[src/rtl/irq_agg_pkg.sv]
package irq_agg_pkg;
  localparam int unsigned WORD_W = 32;
  localparam int unsigned ADDR_W = 2;

  typedef enum logic [ADDR_W-1:0] {
    REG_STATUS = 2'd0,
    REG_CAUSE  = 2'd1,
    REG_MASK   = 2'd2,
    REG_SPARE  = 2'd3
  } reg_sel_e;
endpackage

[src/rtl/irq_rst_sync.sv]
module irq_rst_sync #(
  parameter int unsigned STAGES = 2
) (
  input  logic clk,
  input  logic rst_n,
  output logic rst_sync_n
);
  logic [STAGES-1:0] chain_q;
  logic [STAGES-1:0] chain_d;

  always_comb begin
    chain_d = {chain_q[STAGES-2:0], 1'b1};
  end

  always_ff @(posedge clk or negedge rst_n) begin
    if (!rst_n) chain_q <= '0;
    else        chain_q <= chain_d;
  end

  assign rst_sync_n = chain_q[STAGES-1];
endmodule

[src/rtl/irq_status_bank.sv]
module irq_status_bank #(
  parameter int unsigned NSRC = 32
) (
  input  logic            clk,
  input  logic            rst_n,
  input  logic [NSRC-1:0] set_vec,
  input  logic [NSRC-1:0] clr_vec,
  output logic [NSRC-1:0] status_q
);
  logic [NSRC-1:0] status_d;

  for (genvar i = 0; i < NSRC; i++) begin : g_bit
    // set dominates a simultaneous clear
    always_comb begin
      status_d[i] = set_vec[i] | (status_q[i] & ~clr_vec[i]);
    end

    always_ff @(posedge clk or negedge rst_n) begin
      if (!rst_n) status_q[i] <= 1'b0;
      else        status_q[i] <= status_d[i];
    end
  end
endmodule

[src/rtl/irq_bus_regs.sv]
module irq_bus_regs
  import irq_agg_pkg::*;
#(
  parameter int unsigned NSRC = 32
) (
  input  logic              clk,
  input  logic              rst_n,
  input  logic [ADDR_W-1:0] bus_addr,
  input  logic              bus_we,
  input  logic [NSRC-1:0]   bus_wdata,
  input  logic [NSRC-1:0]   status_q,
  output logic [NSRC-1:0]   mask_q,
  output logic [NSRC-1:0]   sw_set,
  output logic [NSRC-1:0]   sw_clr,
  output logic [NSRC-1:0]   bus_rdata
);
  reg_sel_e        sel;
  logic            mask_en;
  logic [NSRC-1:0] mask_d;

  always_comb begin
    sel     = reg_sel_e'(bus_addr);
    mask_en = bus_we && (sel == REG_MASK);
    mask_d  = bus_wdata;
    sw_set  = (bus_we && sel == REG_CAUSE)  ? bus_wdata : '0;
    sw_clr  = (bus_we && sel == REG_STATUS) ? bus_wdata : '0;
    unique case (sel)
      REG_STATUS: bus_rdata = status_q;
      REG_CAUSE:  bus_rdata = status_q & mask_q;
      REG_MASK:   bus_rdata = mask_q;
      default:    bus_rdata = '0;
    endcase
  end

  always_ff @(posedge clk or negedge rst_n) begin
    if (!rst_n)       mask_q <= '0;
    else if (mask_en) mask_q <= mask_d;
  end
endmodule

[src/rtl/irq_agg.sv]
module irq_agg
  import irq_agg_pkg::*;
(
  input  logic              clk,
  input  logic              rst_n,
  input  logic [WORD_W-1:0] src_pulse,
  input  logic [ADDR_W-1:0] bus_addr,
  input  logic              bus_we,
  input  logic [WORD_W-1:0] bus_wdata,
  output logic [WORD_W-1:0] bus_rdata,
  output logic              irq_o
);
  logic              rst_sync_n;
  logic [WORD_W-1:0] status_q;
  logic [WORD_W-1:0] mask_q;
  logic [WORD_W-1:0] sw_set;
  logic [WORD_W-1:0] sw_clr;
  logic [WORD_W-1:0] set_vec;
  logic              irq_d;
  logic              irq_q;

  irq_rst_sync #(.STAGES(2)) u_rst (
    .clk        (clk),
    .rst_n      (rst_n),
    .rst_sync_n (rst_sync_n)
  );

  irq_bus_regs #(.NSRC(WORD_W)) u_regs (
    .clk       (clk),
    .rst_n     (rst_sync_n),
    .bus_addr  (bus_addr),
    .bus_we    (bus_we),
    .bus_wdata (bus_wdata),
    .status_q  (status_q),
    .mask_q    (mask_q),
    .sw_set    (sw_set),
    .sw_clr    (sw_clr),
    .bus_rdata (bus_rdata)
  );

  always_comb begin
    set_vec = src_pulse | sw_set;
    irq_d   = |(status_q & mask_q);
  end

  irq_status_bank #(.NSRC(WORD_W)) u_bank (
    .clk      (clk),
    .rst_n    (rst_sync_n),
    .set_vec  (set_vec),
    .clr_vec  (sw_clr),
    .status_q (status_q)
  );

  always_ff @(posedge clk or negedge rst_sync_n) begin
    if (!rst_sync_n) irq_q <= 1'b0;
    else             irq_q <= irq_d;
  end

  assign irq_o = irq_q;
endmodule

[config.mk]
export PLATFORM = sky130hd
export DESIGN_NAME = irq_agg
export DESIGN_NICKNAME = d
export VERILOG_FILES = /design/src/rtl/irq_agg_pkg.sv /design/src/rtl/irq_rst_sync.sv /design/src/rtl/irq_status_bank.sv /design/src/rtl/irq_bus_regs.sv /design/src/rtl/irq_agg.sv
export SDC_FILE = /design/constraint.sdc
export NUM_CORES = 1
export LEC_CHECK = 0
export ABC_AREA = 1
export CORE_UTILIZATION = 43
export DETAILED_ROUTE_END_ITERATION = 8
export GPL_TIMING_DRIVEN = 0
export PLACE_DENSITY = 0.76
export SETUP_SLACK_MARGIN = 0.1
export SYNTH_ARGS = -nofsm -noshare
export SYNTH_HDL_FRONTEND = slang
export SYNTH_SLANG_ARGS = --single-unit
[constraint.sdc]
create_clock -name clk -period 4.48 [get_ports clk]
set_input_delay 0.896 -clock clk [delete_from_list [all_inputs] [get_ports clk]]
set_output_delay 0.896 -clock clk [all_outputs]
set_load 0.05 [all_outputs]
# Word level (Yosys, flattened, before mapping)
# Cells that the tools add are included.
[word_totals]
regBits = 67
input_bits = 69
output_inout_bits = 33
word_cells = 143
[op_classes]
n_eq_ne = 2
mux = 3
bitwise = 98
reduce_logical = 5
[ops]
columns = ["cell", "count"]
rows = [
  ["one-hot mux 32 bit (3 select lines)", 1],
  ["two-way mux 32 bit", 2],
  ["bitwise AND 1 bit", 32],
  ["bitwise AND 32 bit", 1],
  ["inverter 1 bit", 32],
  ["OR 1 bit", 32],
  ["OR 32 bit", 1],
  ["OR reduction 32 bit", 1],
  ["logical AND 1 bit", 3],
  ["== test 2 x 1 -> 1 bit (second input constant)", 1],
  ["== test 2 bit (second input constant)", 1],
  ["logical NOT 2 bit", 1],
]

# Longest topological paths before layout
# Gate-level depths: netlist (run 1).
[depth]
ltp_word = 6
mapped_depth = 7
ltp_nobuf = 6

# Hierarchy
# Synthesis (run 1) repeated with hierarchy kept, for this count alone.
[unflattened]
hier_cells = 713
area_unflattened_um2 = 4341.7
[by_module_without_submodules]
columns = ["mod", "n_inst", "cells_each", "area_per_inst_um2", "seq_area_each_um2"]
rows = [
  ["irq_bus_regs", 1, 454, 2544.9, 800.8],
  ["irq_status_bank", 1, 160, 1281.2, 800.8],
  ["irq_agg", 1, 96, 461.7, 25.0],
  ["irq_rst_sync", 1, 3, 53.8, 50.0],
]

# Worst setup path before layout (run 1)
# OpenSTA, ideal clock, no wires.
[synth_path]
path_kind = "in2out"
startpoint = "in bus_addr[0]"
endpoint = "out bus_rdata[0]"
t_arrival_ns = 1.766
required_time_ns = 3.584
slack_ns = 1.818
stages = 4
n_path_buf = 1
path_cell_list = "nor2_2 > clkbuf_1 > o21ai_1 > inv_1"
[synth_between]
elab_chain_len = 2
word_cells_on_any_way = 4
cone_classes = "2 x eq/ne; 1 x mux; 1 x reduce/logical"
[synth_lines]
columns = ["element", "line", "source"]
rows = [
  ["from (decl)", "irq_agg.sv:7", "input logic [ADDR_W-1:0] bus_addr,"],
  ["== test 2 bit (tied with other cells)", "irq_bus_regs.sv:27", "unique case (sel)"],
  ["one-hot mux 32 bit (3 select lines) (*)", "irq_bus_regs.sv:27", ""],
  ["to (decl)", "irq_agg.sv:10", "output logic [WORD_W-1:0] bus_rdata,"],
]
# Mark *: on every way between the ends. The rest lies on a longest branch, timed or not.

# Worst setup path after layout (run 1)
[layout_path]
startpoint = "in bus_addr[0]"
endpoint = "out bus_rdata[12]"
# Same word-level chain as after synthesis.

==> metrics.md, run 1 <==
| Metric | Value |
|---|---|
| Worst Setup Start Kind | primary input |
| Number of synthesized flops with an enable pin | 0 |
| Initial antenna violation count | 0 |
| Total number of vias | 3469 |
| Cell area after layout | 4810 um2 |
| Netlist cell types | 16 |
| Status | complete, no violations |
| Die Y | 92.3 um |
| Pint | 1.07 mW |
| Fillcell total | 712 |
| Count leader, synth | nand2_1 |
| Remaining DRCs | 0 |
| Endpoints failing setup | 0 |
| Max VDD drop | 179 uV |
| Top_reg_cell synth | dfrtp_1 |
| Finished Layout Cells | 698 |
| Final-report max-slew violation count | 0 |
| Syn Nets | 549 |
| Cells after Synth | 480 |
| Clk buf depth | 2 |
| Setup Skew | 5.87 ps |
| Place WS | 392 ps |
| Fin crit period | 4100 ps |
| Die W | 92.3 um |
| Rows | 32 |
| Worst Path Max Fanout | 10 |
| Pin count of the biggest net entering global routing | 66 |
| Worst hold path type | register to register |
| Pwr Density | 341 nW/um2 |
| Synth area leaders | dfrtp_1, nand2_1, o21ai_1, inv_1, nand3b_1 |
| Antenna viol nets, final | 0 |
| PostCTS Resize Cnt | 0 |
| Crit path kind | primary input to output port |
| Sequential group share of total power | 0.437 |
| Area after DPL | 4650 um2 |
| Clk Latency, worst-skew pair | 350 ps |
| Vias in the first global route | 3339 |
| I/O pin total | 102 |
| Clock Pin Slew Worst Setup and Hold Paths | 70 ps |
| Cells after DPL | 683 |
| Sw Ratio | 0.349 |
| Port buffer count | 101 |
| GP Congestion | 0.823 |
| H-tree level count | 3 |
| First-pass GRT wire length | 15600 um |
| Fmax | 244 MHz |
| Crit path arrival time | 3200 ps |
| Inserted Clock Buffers | 9 |
| Critical-path top delay cell | clkdlybuf4s50_1 |
| Layout cells sized above 1 | 0.0604 |
| Max Cap Viol | 0 |
| DR vias/cell | 4.97 |
| Die area | 8520 um2 |
| Psw | 0.573 mW |
| Root Buffer | clkbuf_8 |
| Tcrit/Tclk final | 0.915 |
| Yosys Warn Count | 0 |
| Postcts setup bufs | 0 |
| Leakage | 2.35 nW |
| Total grt overflow | 0 |
| Cell area after synthesis | 3510 um2 |
| Cts-stage hold buffer count | 0 |
| Logic gate share of total power | 0.297 |
| Min Hold Slack | 356 ps |
| CTS sink cnt | 67 |
| Post-synth top area share | 0.478 |
| Worst slew margin | 0.428 |
| Core area | 7810 um2 |
| Area leader, netlist | dfrtp_1 |
| CP Capture Type | output port |
| Worst path cell trace | clkdlybuf4s50_1 > nor2_2 > clkbuf_1 > o21ai_1 > inv_1 > clkdlybuf4s50_1 |
| Initial Utilization | 0.449 |
| All-layer global routing usage | 0.239 |
| Seq/Total Area, Yosys | 0.478 |
| Area Overhead vs Synth | 37.2% |
| Critical Path Most Common Cell | clkdlybuf4s50_1 |
| Ys async rst share | 1.00 |
| RSZ-0062 raised after global routing | no |
| Commonest cells in the netlist | nand2_1, dfrtp_1, o21ai_1 |
| Final count of hold timing violations | 0 |
| Antenna fix cells | 0 |
| DR pass1 iterations | 5 |
| Max incr delay on CP | 810 ps |
| TritonCTS clock tree | built |
| Setup TNS Final | 0 ps |
| Syn avg cell area | 7.30 um2 |
| Layout net count | 661 |
| Initial DRC count | 244 |
| Slew @ Worst Pin | 857 ps |
| Setup slack after layout | 382 ps |
| Critical Path RT | 3580 ps |
| DP HPWL | 6870 um |
| Routed wire length | 9490 um |
| Seq cells post-synth | 67 |
| Clk pwr share | 0.266 |
| DR WL/cell | 13.6 um |
stage by stage:
stage | util | total power, mW
final | 0.616 | 1.64
after global routing | 0.616 | 1.72
after CTS | 0.616 | 1.65
after detailed placement | 0.595 | 1.21
after global placement | 0.595 | 1.20
after floorplan | - | 1.02
power groups by stage:
stage	Clock [mW]	Combinational, mW	Sequential (mW)
floorplan	0	0.305	0.712
finish	0.436	0.487	0.716
global placement	0	0.480	0.722
CTS	0.443	0.490	0.716
global route	0.467	0.530	0.726
detailed placement	0	0.488	0.727
worst paths after layout:
kind	start	end	slack [ps]	cells past startpoint
worst max register to register	u_bank.status_q[4]	irq_o	3470	6
worst min-delay path	u_rst.chain_q[0]	u_rst.chain_q[1]	360	0
worst max-delay path	bus_addr[0]	bus_rdata[12]	380	6
max in group asynchronous	u_rst.chain_q[1]	u_bank.status_q[17]	3480	0
min in group asynchronous	u_rst.chain_q[1]	u_regs.mask_q[4]	430	0
worst min register to register	u_rst.chain_q[0]	u_rst.chain_q[1]	360	0
area by class of cell:
class | count | area [um2] | area share
tap | 102 | 128 | 0.0265
clock inverter | 3 | 15.0 | 0.00312
sequential | 67 | 1680 | 0.349
clock buffer | 12 | 145 | 0.0302
multi-input combinational | 326 | 1480 | 0.308
inverter | 66 | 248 | 0.0515
timing repair buffer | 101 | 1010 | 0.210
buffer | 21 | 100 | 0.0208
metal layers:
layer / GRT usage / share of wire / wire length, um
met4: 0.115 / 0.022 / 205
met1: 0.321 / 0.44 / 4210
met5: 0 / 0 / 0
met3: 0.0320 / 0.062 / 590
met2: 0.383 / 0.47 / 4480
critical path, delay by kind of cell:
family,cells,cell delay (ps)
AO/OA/AOI/OAI,1,120
buffers and inverters,4,1880
AND/OR/NAND/NOR,1,310
kinds of logic after synthesis:
group / Yosys count / share of synthesized area
other cells: 1 / 0.00107
flops: 67 / 0.478
buf+inv: 87 / 0.0992
compound gates: 96 / 0.137
simple gates: 229 / 0.284
state kept, by name (all words and copies together) (netlist names):
signal and cells:
irq_o 1, u_regs.mask_q 32, u_rst.chain_q 2, u_bank.status_q 32
layout by cell type (no fill, tap or decap), types with 3 or more instances in the layout:
master and count:
clkinv_2 3, clkdlybuf4s50_1 101, nand2_1 182, clkbuf_1 8, clkbuf_8 10, nor2_1 10, inv_1 64, o21ai_1 67
o21ai_0 29, dfrtp_1 66, buf_2 11, nand3b_1 32, clkbuf_2 3
Power figures use the tool's default switching activity.
==> run 2: changes to the inputs <==
==> constraint.sdc (replaced) <==
create_clock -name clk -period 4.35 [get_ports clk]
set_input_delay 0.87 -clock clk [delete_from_list [all_inputs] [get_ports clk]]
set_output_delay 0.87 -clock clk [all_outputs]
set_load 0.05 [all_outputs]
==> results of run 2 <==
The final DEF is identical to that of run 1. Status: complete, no violations.
Main changes from that run: setup slack after placement 392 ps -> 314 ps; setup slack after layout 382 ps -> 304 ps; register-to-register setup slack 3470 ps -> 3340 ps; total power 1.64 mW -> 1.69 mW; worst IR drop on VDD 179 uV -> 185 uV
